### src/rtl/accel_irq_pkg.sv
package accel_irq_pkg;
  localparam int NUM_AXES = 3;
  localparam int EV_W     = 2 * NUM_AXES;

  typedef enum logic [1:0] {
    ADDR_CFG = 2'd0,
    ADDR_THR = 2'd1,
    ADDR_DUR = 2'd2,
    ADDR_SRC = 2'd3
  } regAddr_e;

  typedef struct packed {
    logic capture;    // a sample strobe is present this cycle
    logic qualified;  // this sample meets condition and duration
    logic clearSrc;   // source register is being read
  } ctlStrobes_t;
endpackage

### src/rtl/accel_irq_datapath.sv
module accel_irq_datapath
  import accel_irq_pkg::*;
#(
  parameter int SAMPLE_W = 12,
  parameter int FIELD_W  = 7
) (
  input  logic                       clk,
  input  logic                       rstN,
  input  logic                       latchEn,
  input  logic signed [SAMPLE_W-1:0] axisX,
  input  logic signed [SAMPLE_W-1:0] axisY,
  input  logic signed [SAMPLE_W-1:0] axisZ,
  input  logic                       regWrEn,
  input  logic [1:0]                 regAddr,
  input  logic [FIELD_W:0]           regWrData,
  input  ctlStrobes_t                ctl,
  output logic [FIELD_W:0]           regRdData,
  output logic                       cond,
  output logic [FIELD_W-1:0]         durVal,
  output logic                       irqOut,
  output logic                       orientEn
);
  localparam int REG_W = FIELD_W + 1;
  localparam int MAG_W = SAMPLE_W - 1;
  localparam int IA_B  = EV_W;

  logic [REG_W-1:0]   cfgReg;
  logic [FIELD_W-1:0] thrReg;
  logic [FIELD_W-1:0] durReg;
  logic [EV_W:0]      srcReg;
  logic [EV_W-1:0]    events;
  logic [EV_W-1:0]    enabledEv;
  logic [EV_W-1:0]    evMask;
  logic               orHit;
  logic               andHit;

  logic signed [SAMPLE_W-1:0] axisArr [NUM_AXES];
  assign axisArr[0] = axisX;
  assign axisArr[1] = axisY;
  assign axisArr[2] = axisZ;

  for (genvar a = 0; a < NUM_AXES; a++) begin : gAxis
    logic [SAMPLE_W-1:0] negV;
    logic [SAMPLE_W-1:0] magFull;
    logic [MAG_W-1:0]    magSat;
    logic [FIELD_W-1:0]  level;
    assign negV    = -axisArr[a];
    assign magFull = axisArr[a][SAMPLE_W-1] ? negV : axisArr[a];
    assign magSat  = magFull[SAMPLE_W-1] ? {MAG_W{1'b1}} : magFull[MAG_W-1:0];
    assign level   = magSat[MAG_W-1 -: FIELD_W];
    assign events[2*a]   = (level <= thrReg);
    assign events[2*a+1] = (level >  thrReg);
  end

  assign evMask    = cfgReg[EV_W-1:0];
  assign enabledEv = events & evMask;
  assign orHit     = |enabledEv;
  assign andHit    = (enabledEv == evMask) && (|evMask);
  assign cond      = cfgReg[REG_W-1] ? andHit : orHit;
  assign durVal    = durReg;
  assign orientEn  = cfgReg[REG_W-2];
  assign irqOut    = srcReg[IA_B];

  always_ff @(posedge clk) begin
    if (!rstN) begin
      cfgReg <= '0;
      thrReg <= '0;
      durReg <= '0;
    end else if (regWrEn) begin
      case (regAddr)
        ADDR_CFG: cfgReg <= regWrData;
        ADDR_THR: thrReg <= regWrData[FIELD_W-1:0];
        ADDR_DUR: durReg <= regWrData[FIELD_W-1:0];
        default:  ;
      endcase
    end
  end

  always_ff @(posedge clk) begin
    if (!rstN) begin
      srcReg <= '0;
    end else if (!latchEn) begin
      if (ctl.capture) srcReg <= ctl.qualified ? {1'b1, enabledEv} : '0;
    end else begin
      if (ctl.capture && ctl.qualified && (ctl.clearSrc || !srcReg[IA_B]))
        srcReg <= {1'b1, enabledEv};
      else if (ctl.clearSrc)
        srcReg <= '0;
    end
  end

  always_comb begin
    case (regAddr)
      ADDR_CFG: regRdData = cfgReg;
      ADDR_THR: regRdData = {1'b0, thrReg};
      ADDR_DUR: regRdData = {1'b0, durReg};
      default:  regRdData = {{(REG_W-EV_W-1){1'b0}}, srcReg};
    endcase
  end

  assert_reserved_zero_R2: assert property (@(posedge clk) disable iff (!rstN)
    (regAddr == ADDR_THR || regAddr == ADDR_DUR) |-> !regRdData[REG_W-1]);
  assert_live_follow_R6: assert property (@(posedge clk) disable iff (!rstN)
    (!latchEn && ctl.capture) |=> (irqOut == $past(ctl.qualified)));
  assert_latched_freeze_R7: assert property (@(posedge clk) disable iff (!rstN)
    (latchEn && irqOut && !ctl.clearSrc) |=> $stable(srcReg));
  assert_no_flags_idle_R7: assert property (@(posedge clk) disable iff (!rstN)
    !irqOut |-> (srcReg == '0));
  assert_read_clear_R8: assert property (@(posedge clk) disable iff (!rstN)
    (latchEn && ctl.clearSrc && !(ctl.capture && ctl.qualified)) |=> !irqOut);
  assert_new_event_wins_R9: assert property (@(posedge clk) disable iff (!rstN)
    (latchEn && ctl.clearSrc && ctl.capture && ctl.qualified) |=> irqOut);
endmodule

### src/rtl/accel_irq_ctrl.sv
module accel_irq_ctrl
  import accel_irq_pkg::*;
#(
  parameter int FIELD_W = 7
) (
  input  logic               clk,
  input  logic               rstN,
  input  logic               sampleValid,
  input  logic               cond,
  input  logic [FIELD_W-1:0] durVal,
  input  logic               regRdEn,
  input  logic [1:0]         regAddr,
  output ctlStrobes_t        ctl
);
  logic [FIELD_W-1:0] runCnt;

  assign ctl.capture   = sampleValid;
  assign ctl.qualified = sampleValid && cond && (runCnt >= durVal);
  assign ctl.clearSrc  = regRdEn && (regAddr == ADDR_SRC);

  always_ff @(posedge clk) begin
    if (!rstN) begin
      runCnt <= '0;
    end else if (sampleValid) begin
      if (!cond)                runCnt <= '0;
      else if (runCnt < durVal) runCnt <= runCnt + 1'b1;
    end
  end

  assert_cnt_restart_R5: assert property (@(posedge clk) disable iff (!rstN)
    (sampleValid && !cond) |=> (runCnt == '0));
  assert_cnt_step_R5: assert property (@(posedge clk) disable iff (!rstN)
    (sampleValid && cond && (runCnt < durVal)) |=> (runCnt == $past(runCnt) + 1'b1));
  assert_cnt_hold_R5: assert property (@(posedge clk) disable iff (!rstN)
    !sampleValid |=> $stable(runCnt));
endmodule

### src/rtl/accel_event_irq.sv
module accel_event_irq
  import accel_irq_pkg::*;
#(
  parameter int SAMPLE_W = 12,
  parameter int FIELD_W  = 7
) (
  input  logic                       clk,
  input  logic                       rstN,
  input  logic                       latchEn,
  input  logic                       sampleValid,
  input  logic signed [SAMPLE_W-1:0] axisX,
  input  logic signed [SAMPLE_W-1:0] axisY,
  input  logic signed [SAMPLE_W-1:0] axisZ,
  input  logic                       regWrEn,
  input  logic                       regRdEn,
  input  logic [1:0]                 regAddr,
  input  logic [FIELD_W:0]           regWrData,
  output logic [FIELD_W:0]           regRdData,
  output logic                       irqOut,
  output logic                       orientEn
);
  ctlStrobes_t        ctl;
  logic               cond;
  logic [FIELD_W-1:0] durVal;

  accel_irq_ctrl #(.FIELD_W(FIELD_W)) ctrl_i (
    .clk(clk), .rstN(rstN), .sampleValid(sampleValid), .cond(cond),
    .durVal(durVal), .regRdEn(regRdEn), .regAddr(regAddr), .ctl(ctl)
  );

  accel_irq_datapath #(.SAMPLE_W(SAMPLE_W), .FIELD_W(FIELD_W)) dp_i (
    .clk(clk), .rstN(rstN), .latchEn(latchEn),
    .axisX(axisX), .axisY(axisY), .axisZ(axisZ),
    .regWrEn(regWrEn), .regAddr(regAddr), .regWrData(regWrData), .ctl(ctl),
    .regRdData(regRdData), .cond(cond), .durVal(durVal),
    .irqOut(irqOut), .orientEn(orientEn)
  );
endmodule

### config.mk
export PLATFORM = sky130hd
export DESIGN_NAME = accel_event_irq
export DESIGN_NICKNAME = d
export VERILOG_FILES = /design/src/rtl/accel_irq_pkg.sv /design/src/rtl/accel_irq_datapath.sv /design/src/rtl/accel_irq_ctrl.sv /design/src/rtl/accel_event_irq.sv
export SDC_FILE = /design/constraint.sdc
export NUM_CORES = 1
export LEC_CHECK = 0
export ABC_AREA = 1
export BUFFER_PORTS_ARGS = -buffer_cell sky130_fd_sc_hd__buf_2
export CAP_MARGIN = 10
export CORE_MARGIN = 3
export CORE_UTILIZATION = 45
export CTS_CLUSTER_SIZE = 14
export DETAILED_ROUTE_END_ITERATION = 8
export GPL_TIMING_DRIVEN = 0
export PLACE_DENSITY_LB_ADDON = 0.1
export SYNTH_ARGS = -nofsm -noshare
export SYNTH_HDL_FRONTEND = slang
export SYNTH_SLANG_ARGS = --single-unit
export TNS_END_PERCENT = 100
### constraint.sdc
create_clock -name clk -period 4.6 [get_ports clk]
set_clock_uncertainty 0.15 [all_clocks]
set_input_delay 0.23 -clock clk [delete_from_list [all_inputs] [get_ports clk]]
set_output_delay 0.23 -clock clk [all_outputs]
set_load 0.005 [all_outputs]
# Yosys cells after proc, flatten, opt, wreduce, memory -nomap -nowiden
# Cells that the tools add are included.
dict set report totals {
  reg_bits 36
  latchBits 0
  mem_bits_rw 0
  mem_bits_ro 0
  input_bits 52
  out_inout_bits 10
  elab_cells 56
  memories 0
}
dict set report op_classes {
  n_addsub 4
  multipliers 0
  n_div 0
  order_cmp 8
  n_eq_ne 6
  n_shift 0
  mux 15
  n_bitwise 1
  n_reduce_logical 17
}
# op count
set ops {}
lappend ops {{2-to-1 mux 7 bit} 7}
lappend ops {{2-to-1 mux 12 bit} 3}
lappend ops {{negation 12 bit} 3}
lappend ops {{2-to-1 mux 11 bit} 3}
lappend ops {{one-hot mux 8 bit (3 select lines)} 1}
lappend ops {{greater-than comparator 7 bit} 3}
lappend ops {{<= comparator 7 bit} 3}
lappend ops {{OR reduction 6 bit} 2}
lappend ops {{AND reduction 2 bit} 5}
lappend ops {{adder 7 x 1 -> 7 bit (second input constant)} 1}
lappend ops {{greater-or-equal comparator 7 bit} 1}
lappend ops {{< comparator 7 bit} 1}
lappend ops {{AND 6 bit} 1}
lappend ops {{equality test 6 bit} 1}
lappend ops {{logical AND 1 bit} 6}
lappend ops {{equality test 2 bit (second input constant)} 2}
lappend ops {{!= test 3 x 1 -> 1 bit (second input constant)} 1}
lappend ops {{equality test 2 x 1 -> 1 bit (second input constant)} 1}
lappend ops {{zero test 2 bit} 1}
lappend ops {{!= test 2 bit (second input constant)} 1}
lappend ops {{nonzero test 2 bit} 1}
lappend ops {{zero test 1 bit} 1}
lappend ops {{logical OR 1 bit} 1}
lappend ops {{2-to-1 mux 1 bit} 1}

# Logic depth before layout (Yosys ltp)
# Gate-level depths: netlist of run 1.
dict set report depth {
  ltp_word 14
  depth_mapped 27
  depth_no_buf 27
}

# Modules after synthesis
# A second synthesis of run 1 with hierarchy kept.
dict set report unflattened {
  cells_unflattened 487
  area_unflattened_um2 3103.0
}
# module n_inst cells_each area_each_um2 seq_area_each_um2
set modules_own_cells {}
lappend modules_own_cells {accel_irq_datapath 1 387 2448.6 580.6}
lappend modules_own_cells {accel_irq_ctrl 1 100 654.4 140.1}

# Worst setup path before layout of run 1
# OpenSTA, ideal clock, no wires.
dict set report synth_timing {
  path_kind {in2reg}
  startpoint {input axisY[3]}
  endpoint {register dp_i.srcReg[0]}
  setup_ps 132
  arrival_ps 2660
  required_time_ps 4318
  slack_ps 1658
  cell_stages 25
  path_buffers 0
  cell_sequence {nor4_2 > inv_1 > nor2_1 > inv_1 > or2_4 > nor2_4 > nand3_2 > nand2_1 > nand3_1 > o21ai_0 > inv_1 > ha_1 > nand2_1 > nor2_2 > nand2_1 > nand2_1 > nand3_1 > nand2_1 > inv_1 > nor2_1 > nand2_2 > nand2_4 > nand2_4 > nand3_1 > a21oi_1}
}
dict set report synth_between {
  elab_chain_cells 14
  word_cells_on_any_way 20
  cone_classes {add/sub: 1; order compare: 2; eq/ne: 2; mux: 7; bitwise: 1; reduce/logical: 7}
}
# item line
set synth_rtl {}
lappend synth_rtl {{start: declaration} accel_event_irq.sv:12} ;# input logic signed [SAMPLE_W-1:0] axisY,
lappend synth_rtl {{negation 12 bit *} accel_irq_datapath.sv:47} ;# assign negV = -axisArr[a];
lappend synth_rtl {{2-to-1 mux 12 bit *} accel_irq_datapath.sv:48} ;# assign magFull = axisArr[a][SAMPLE_W-1] ? negV : axisArr[a];
lappend synth_rtl {{2-to-1 mux 11 bit *} accel_irq_datapath.sv:49} ;# assign magSat = magFull[SAMPLE_W-1] ? {MAG_W{1'b1}} : magFull[MAG_W-1:0];
lappend synth_rtl {{<= comparator 7 bit / greater-than comparator 7 bit (equally long branches)} {accel_irq_datapath.sv:51, accel_irq_datapath.sv:52}}
lappend synth_rtl {{AND 6 bit *} accel_irq_datapath.sv:56} ;# assign enabledEv = events & evMask;
lappend synth_rtl {{equality test 6 bit} accel_irq_datapath.sv:58} ;# assign andHit = (enabledEv == evMask) && (|evMask);
lappend synth_rtl {{logical AND 1 bit} accel_irq_datapath.sv:58}
lappend synth_rtl {{2-to-1 mux 1 bit *} accel_irq_datapath.sv:59} ;# assign cond = cfgReg[REG_W-1] ? andHit : orHit;
lappend synth_rtl {{logical AND 1 bit * (2 in series)} accel_irq_ctrl.sv:18} ;# assign ctl.qualified = sampleValid && cond && (runCnt >= durVal);
lappend synth_rtl {{logical AND 1 bit (2 in series)} accel_irq_datapath.sv:85} ;# if (ctl.capture && ctl.qualified && (ctl.clearSrc || !srcReg[IA_B]))
lappend synth_rtl {{!= test 3 x 1 -> 1 bit (no source line) / 2-to-1 mux 7 bit (equally long branches)} --}
lappend synth_rtl {{AND reduction 2 bit (no source line) / 2-to-1 mux 7 bit (equally long branches)} --}
lappend synth_rtl {{end signal: assignment} accel_irq_datapath.sv:83} ;# if (ctl.capture) srcReg <= ctl.qualified ? {1'b1, enabledEv} : '0;
lappend synth_rtl {{end signal: assignment} accel_irq_datapath.sv:86} ;# srcReg <= {1'b1, enabledEv};
lappend synth_rtl {{end: declaration} accel_irq_datapath.sv:30} ;# logic [EV_W:0] srcReg;
# Every way passes the cells marked *; elsewhere a longest branch is shown, timed or not. The select of a mux whose other input is x is not followed.
# A chain may end at the register's enable or synchronous reset.

# Final worst setup path of run 1
dict set report layout_timing {
  startpoint {input axisY[3]}
  endpoint {register dp_i.srcReg[3]}
}
dict set report layout_between {
  elab_chain_cells 14
  word_cells_on_any_way 20
  cone_classes {add/sub: 1; order compare: 2; eq/ne: 2; mux: 7; bitwise: 1; reduce/logical: 7}
}
# item line
set layout_rtl {}
lappend layout_rtl {{negation 12 bit *} accel_irq_datapath.sv:47}
lappend layout_rtl {{2-to-1 mux 12 bit *} accel_irq_datapath.sv:48}
lappend layout_rtl {{2-to-1 mux 11 bit *} accel_irq_datapath.sv:49}
lappend layout_rtl {{<= comparator 7 bit / greater-than comparator 7 bit (equally long branches)} {accel_irq_datapath.sv:51, accel_irq_datapath.sv:52}}
lappend layout_rtl {{AND 6 bit *} accel_irq_datapath.sv:56}
lappend layout_rtl {{equality test 6 bit} accel_irq_datapath.sv:58}
lappend layout_rtl {{logical AND 1 bit} accel_irq_datapath.sv:58}
lappend layout_rtl {{2-to-1 mux 1 bit} accel_irq_datapath.sv:59}
lappend layout_rtl {{logical AND 1 bit (2 in series)} accel_irq_ctrl.sv:18}
lappend layout_rtl {{logical AND 1 bit (2 in series)} accel_irq_datapath.sv:85}
lappend layout_rtl {{!= test 3 x 1 -> 1 bit (no source line) / 2-to-1 mux 7 bit (equally long branches)} --}
lappend layout_rtl {{AND reduction 2 bit (no source line) / 2-to-1 mux 7 bit (equally long branches)} --}
# Marked as above.

==> results.sh, run 1 <==
export IMPL_fmax_mhz=320
export IMPL_initial_utilization_pct=46.9
export IMPL_portBuffers=61
export IMPL_post_dp_hpwl_um=6270
export IMPL_nNetsFinal=607
export IMPL_grt_max_degree=12
export IMPL_critPathBufInv=5
export IMPL_drv_cap=0
export IMPL_clk_pin_slew_ns=0.07
export IMPL_rsz0062_at_grt="no"
export IMPL_path_common_cell="nand2_1"
export IMPL_cts_tree="done"
export IMPL_final_setup_viol_count=0
export IMPL_fin_crit_ns=3.13
export IMPL_layout_common_cells="101 x nand2_1, 67 x inv_1, 61 x buf_2"
export IMPL_vias_per_cell=5.22
export IMPL_synth_top_area_share_pct=24.1
export IMPL_insertion_delay_ns=0.29
export IMPL_hold_ws_ns=0.0936
export IMPL_wl_per_cell_um=12.8
export IMPL_core_area_sq_um=6390
export IMPL_yosys_area_top_type="dfxtp_1"
export IMPL_grt_remaining_overflow=0
export IMPL_cp_top_family="simple AND/OR/NAND/NOR gates"
export IMPL_status="finished clean"
export IMPL_gp_congestion=0.914
export IMPL_cts_resized=0
export IMPL_crit_arrival_ns=3.14
export IMPL_area_growth_pct=16.5
export IMPL_io_pins=62
export IMPL_hold_path_depth=3
export IMPL_vias=3153
export IMPL_syn_num_nets=539
export IMPL_rr_worst_depth=15
export IMPL_place_inst=596
export IMPL_synthCells=458
export IMPL_final_max_slew_viol_count=0
export IMPL_yosys_warnings=0
export IMPL_slowest_delay_ns=0.29
export IMPL_final_cells=604
export IMPL_avgSynthCellArea_sq_um=6.54
export IMPL_final_core_util_pct=54.6
export IMPL_antenna_found_initial=0
export IMPL_cp_required_ns=4.61
export IMPL_die_area_sq_um=7670
export IMPL_setup_tns_ns=0
export IMPL_worstSetupPathType="in2reg"
export IMPL_ir_drop_v=0.000152
export IMPL_start_kind="input pin"
export IMPL_worstHoldPathType="in2reg"
export IMPL_finalHoldViolCount=0
export IMPL_layout_commonest_cell="nand2_1"
export IMPL_endpoint_kind="flip-flop"
export IMPL_crit_path_max_fanout=8
export IMPL_wl_um=7730
export IMPL_synthTopCellsByArea="dfxtp_1 24%, nand2_1 13%, ha_1 12%"
export IMPL_path_depth=26
export IMPL_dr_pass1_iters=4
export IMPL_drt_iter0_drc=164
export IMPL_p_leak_nw=1.69
export IMPL_final_antenna_net_count=0
export IMPL_grt_pass1_wl_um=12800
export IMPL_cts_htree_levels=2
export IMPL_cts_inserted_buffers=5
export IMPL_hold_buffers=0
export IMPL_row_count=29
export IMPL_n_fill_cell=680
export IMPL_total_power_mw=0.833
export IMPL_grt_pass1_vias=2797
export IMPL_post_cts_setup_buffer_count=0
export IMPL_die_w_um=87.6
export IMPL_drive_gt1_share_pct=17.5
export IMPL_slowest_stage="nor4_2"
export IMPL_worst_pin_slew_ns=0.651
export IMPL_ys_seq_area_share_pct=24.1
export IMPL_clockBufferDepth=2
export IMPL_drc=0
export IMPL_root_buffer="clkbuf_8"
export IMPL_relSlewSlack_pct=56.4
export IMPL_die_height_um=87.6
export IMPL_finalCritPeriodShare_pct=68.0
export IMPL_cts_sinks=36
export IMPL_power_density_nw_per_um2=239
export IMPL_grt_total_usage_pct=21.0
export IMPL_diodes=0
export IMPL_syn_area_sq_um=3000
export IMPL_ys_seq_elements=36
export IMPL_yosysUniqueCellTypes=33
[state kept, by name, indices dropped and copies added, names as in the netlist]
register       count
dp_i.durVal        7
dp_i.srcReg        7
ctrl_i.runCnt      7
dp_i.cfgReg        8
dp_i.thrReg        7
[synthesized netlist by cell type]
cell type,instances
nand2_1,101
inv_1,67
a21oi_1,57
dfxtp_1,36
o21ai_0,34
nor2_1,31
ha_1,29
nand3_1,28
xor2_1,11
nand3b_1,9
nand4_1,7
clkbuf_1,6
nand2_2,5
o22ai_1,5
nand2_4,4
nor2_2,3
xnor2_1,3
nor2_4,2
nor3_1,2
nor4_1,2
o2111ai_1,2
o211ai_1,2
or2_2,2
a21oi_2,1
a31o_2,1
mux2_2,1
nand3_2,1
nand3_4,1
nor4_2,1
o21ai_1,1
o31ai_1,1
or2_0,1
or2_4,1
[cell type report]
| type | instances | area, sq um | share of cell area (%) |
|---|---|---|---|
| Tap cell | 77 | 96.3 | 2.76 |
| Timing Repair Buffer | 61 | 305 | 8.75 |
| Inverter | 67 | 251 | 7.21 |
| Multi-Input combinational cell | 349 | 2000 | 57.3 |
| Clock inverter | 2 | 10.0 | 0.287 |
| Sequential cell | 36 | 721 | 20.7 |
| Buffer | 6 | 22.5 | 0.645 |
| Clock buffer | 6 | 82.6 | 2.37 |
[path summary, 6_finish.rpt]
path | from | end | slack, ns
setup reg to reg | dp_i.thrReg[6] | dp_i.srcReg[3] | 2.21
hold reg to reg | dp_i.srcReg[4] | dp_i.srcReg[4] | 0.33
setup / recovery | axisY[3] | dp_i.srcReg[3] | 1.47
hold / removal | rstN | dp_i.thrReg[4] | 0.09
[stage by stage]
stage / cell area (sq um) / setup slack, ns
after detailed placement: 3400 / 1.15
after floorplan: 3000 / 1.66
after global routing: 3490 / 1.02
after CTS: 3490 / 1.46
after global placement: 3400 / 1.22
final: 3490 / 1.47
[layer usage]
| layer | vias to the layer above | wire [um] | GRT usage, % |
|---|---|---|---|
| li1 | 1664 | - | - |
| met1 | 1398 | 3630 | 28.7 |
| met2 | 77 | 3550 | 33.4 |
| met3 | 14 | 402 | 3.48 |
| met4 | 0 | 142 | 7.11 |
| met5 | - | 0 | 0 |
[tightest hold or removal path: cells and delay by family]
kind | cells | cell delay (ns)
compound gates | 2 | 0.12
buf+inv | 1 | 0.14
[cell families after synthesis]
family | count (synthesis) | share of synthesized area (%)
simple gates | 201 | 31.9
compound gates | 104 | 18.3
buf+inv | 73 | 9.15
flops | 36 | 24.1
fa+ha+maj | 29 | 12.1
xor+xnor | 14 | 4.09
mux | 1 | 0.376
[report_power, final]
part	total [mW]	switching [mW]	internal, mW
Combinational	0.260	0.162	0.0979
Clock	0.238	0.118	0.120
Sequential	0.336	0.00999	0.326
Power figures use the tool's default switching activity.
==> inputs of run 2 (changes only) <==
Clock period 4.6 ns to 2.7 ns, I/O delays scaled along.
==> results.sh, run 2 (synthesis gave the netlist of run 1 again) <==
export IMPL_top_register="dp_i.cfgReg"
export IMPL_crit_path_cell_trace="buf_6 > nor4_4 > inv_1 > nor2_1 > inv_1 > or2_4 > nor2_4 > a21oi_2 > xor2_2 > nand2_4 > ha_4 > nand2_1 > a21oi_1 > nor2_1 > nand2_2 > nand3_2 > buf_4 > buf_4 > buf_4 > buf_4 > buf_4 > nand3b_1 > a21oi_2"
export IMPL_fin_crit_ns=3.01
export IMPL_critPathBufInv=8
export IMPL_layout_commonest_cell="nand2_1"
export IMPL_area_growth_pct=37.3
export IMPL_final_max_slew_viol_count=0
export IMPL_seq_area_sq_um=721
export IMPL_insertion_delay_ns=0.29
export IMPL_cp_required_ns=2.77
export IMPL_final_setup_viol_count=14
export IMPL_largest_reg_flops=8
export IMPL_wl_per_cell_um=13.4
export IMPL_p_leak_nw=1.90
export IMPL_diodes=0
export IMPL_layout_common_cells="86 x nand2_1, 66 x inv_1, 59 x buf_2"
export IMPL_slowest_delay_ns=0.29
export IMPL_start_kind="input pin"
export IMPL_grt_remaining_overflow=0
export IMPL_io_pins=62
export IMPL_finalHoldViolCount=0
export IMPL_grt_pass1_vias=3002
export IMPL_dr_pass1_iters=4
export IMPL_die_w_um=87.6
export IMPL_final_cell_area_sq_um=4110
export IMPL_clockBufferDepth=2
export IMPL_n_fill_cell=582
export IMPL_endpoint_kind="flip-flop"
export IMPL_initial_utilization_pct=46.9
export IMPL_fmax_mhz=332
export IMPL_grt_total_usage_pct=22.0
export IMPL_portBuffers=61
export IMPL_wl_um=8470
export IMPL_final_antenna_net_count=0
export IMPL_worstHoldPathType="in2reg"
export IMPL_path_common_cell="buf_4"
export IMPL_core_area_sq_um=6390
export IMPL_status="finished, violations left"
export IMPL_cts_htree_levels=2
export IMPL_rsz0062_at_grt="yes"
export IMPL_ir_drop_v=0.000340
export IMPL_crit_arrival_ns=3.08
export IMPL_cts_inserted_buffers=5
export IMPL_multi_input_area_sq_um=2340
export IMPL_cts_tree="done"
export IMPL_cts_sinks=36
export IMPL_post_dp_hpwl_um=6230
export IMPL_relSlewSlack_pct=56.5
export IMPL_nNetsFinal=636
export IMPL_slowest_stage="nor4_4"
export IMPL_die_height_um=87.6
export IMPL_violations="setup timing"
export IMPL_grt_pass1_wl_um=13500
export IMPL_root_buffer="clkbuf_8"
export IMPL_worst_pin_slew_ns=0.650
export IMPL_drt_iter0_drc=119
export IMPL_worstSetupPathType="in2reg"
export IMPL_row_count=29
export IMPL_total_power_mw=1.61
export IMPL_gp_congestion=0.878
export IMPL_drv_cap=0
export IMPL_die_area_sq_um=7670
export IMPL_grt_max_degree=12
export IMPL_drive_gt1_share_pct=29.9
export IMPL_crit_path_max_fanout=3
export IMPL_vias=3316
export IMPL_drc=0
export IMPL_post_dp_cell_area_sq_um=3410
export IMPL_antenna_found_initial=0
export IMPL_vias_per_cell=5.24
export IMPL_power_density_nw_per_um2=393
export IMPL_setup_ws_ns=-0.310
export IMPL_finalCritPeriodShare_pct=111
export IMPL_clk_pin_slew_ns=0.08
export IMPL_cp_top_family="simple AND/OR/NAND/NOR gates"
## run 2: path summary, 6_finish.rpt
check	endpoint	slack [ns]	cells after the start	startpoint
worst max-delay path	dp_i.srcReg[3]	-0.31	23	axisY[1]
worst max register to register	ctrl_i.runCnt[4]	0.21	14	dp_i.thrReg[6]
worst min-delay path	dp_i.durVal[1]	0.004	3	regWrData[1]
worst min register to register	dp_i.srcReg[4]	0.33	2	dp_i.srcReg[4]
## run 2: layer usage
metal	vias to the layer above	GRT usage [%]	wire (um)	share of wire [%]
li1	1719	-	-	-
met4	0	6.97	170	2.0
met1	1509	28.1	3770	44
met3	13	2.45	345	4.1
met5	-	0	0	0
met2	75	38.5	4190	49
## run 2: power breakdown
| group | total [mW] | switching [mW] | internal (mW) |
|---|---|---|---|
| clock | 0.472 | 0.198 | 0.274 |
| sequential | 0.571 | 0.0167 | 0.555 |
| combinational | 0.571 | 0.336 | 0.235 |
## run 2: area by class of cell
class	instances	share of cell area (%)
Sequential cell	36	17.5
Clock buffer	6	1.77
Tap cell	77	2.34
Buffer	6	0.548
Clock inverter	2	0.852
Timing Repair Buffer	90	14.0
Inverter	67	6.12
Multi-Input combinational cell	349	56.9
## run 2: what timing repair did
item | CTS | global route
gates resized for setup | 22 | 47
pin swaps | 27 | 35
hold buffers | 4 | 0
buffers inserted | 19 | 6
endpoints found under the setup margin | 14 | 14
hold endpoints to repair | 3 | 0
## run 2: tightest hold or removal path, cell delays in order
cell and delay (ns):
buf_2 0.10, o21ai_0 0.08, a21oi_1 0.10
## run 2: stage by stage
step                      util, %  hold slack (ns)  cells  setup TNS, ns  setup slack (ns)
final                        64.4          0.00376    633          -3.31            -0.310
after global routing         64.4           0.0300    633          -7.68            -0.639
after CTS                    59.4         0.000837    627          -2.66            -0.218
after detailed placement     53.4            0.290    596          -8.55            -0.643
after global placement       53.4            0.282    596          -7.49            -0.562
after floorplan                 -            0.123    458          -1.27            -0.109
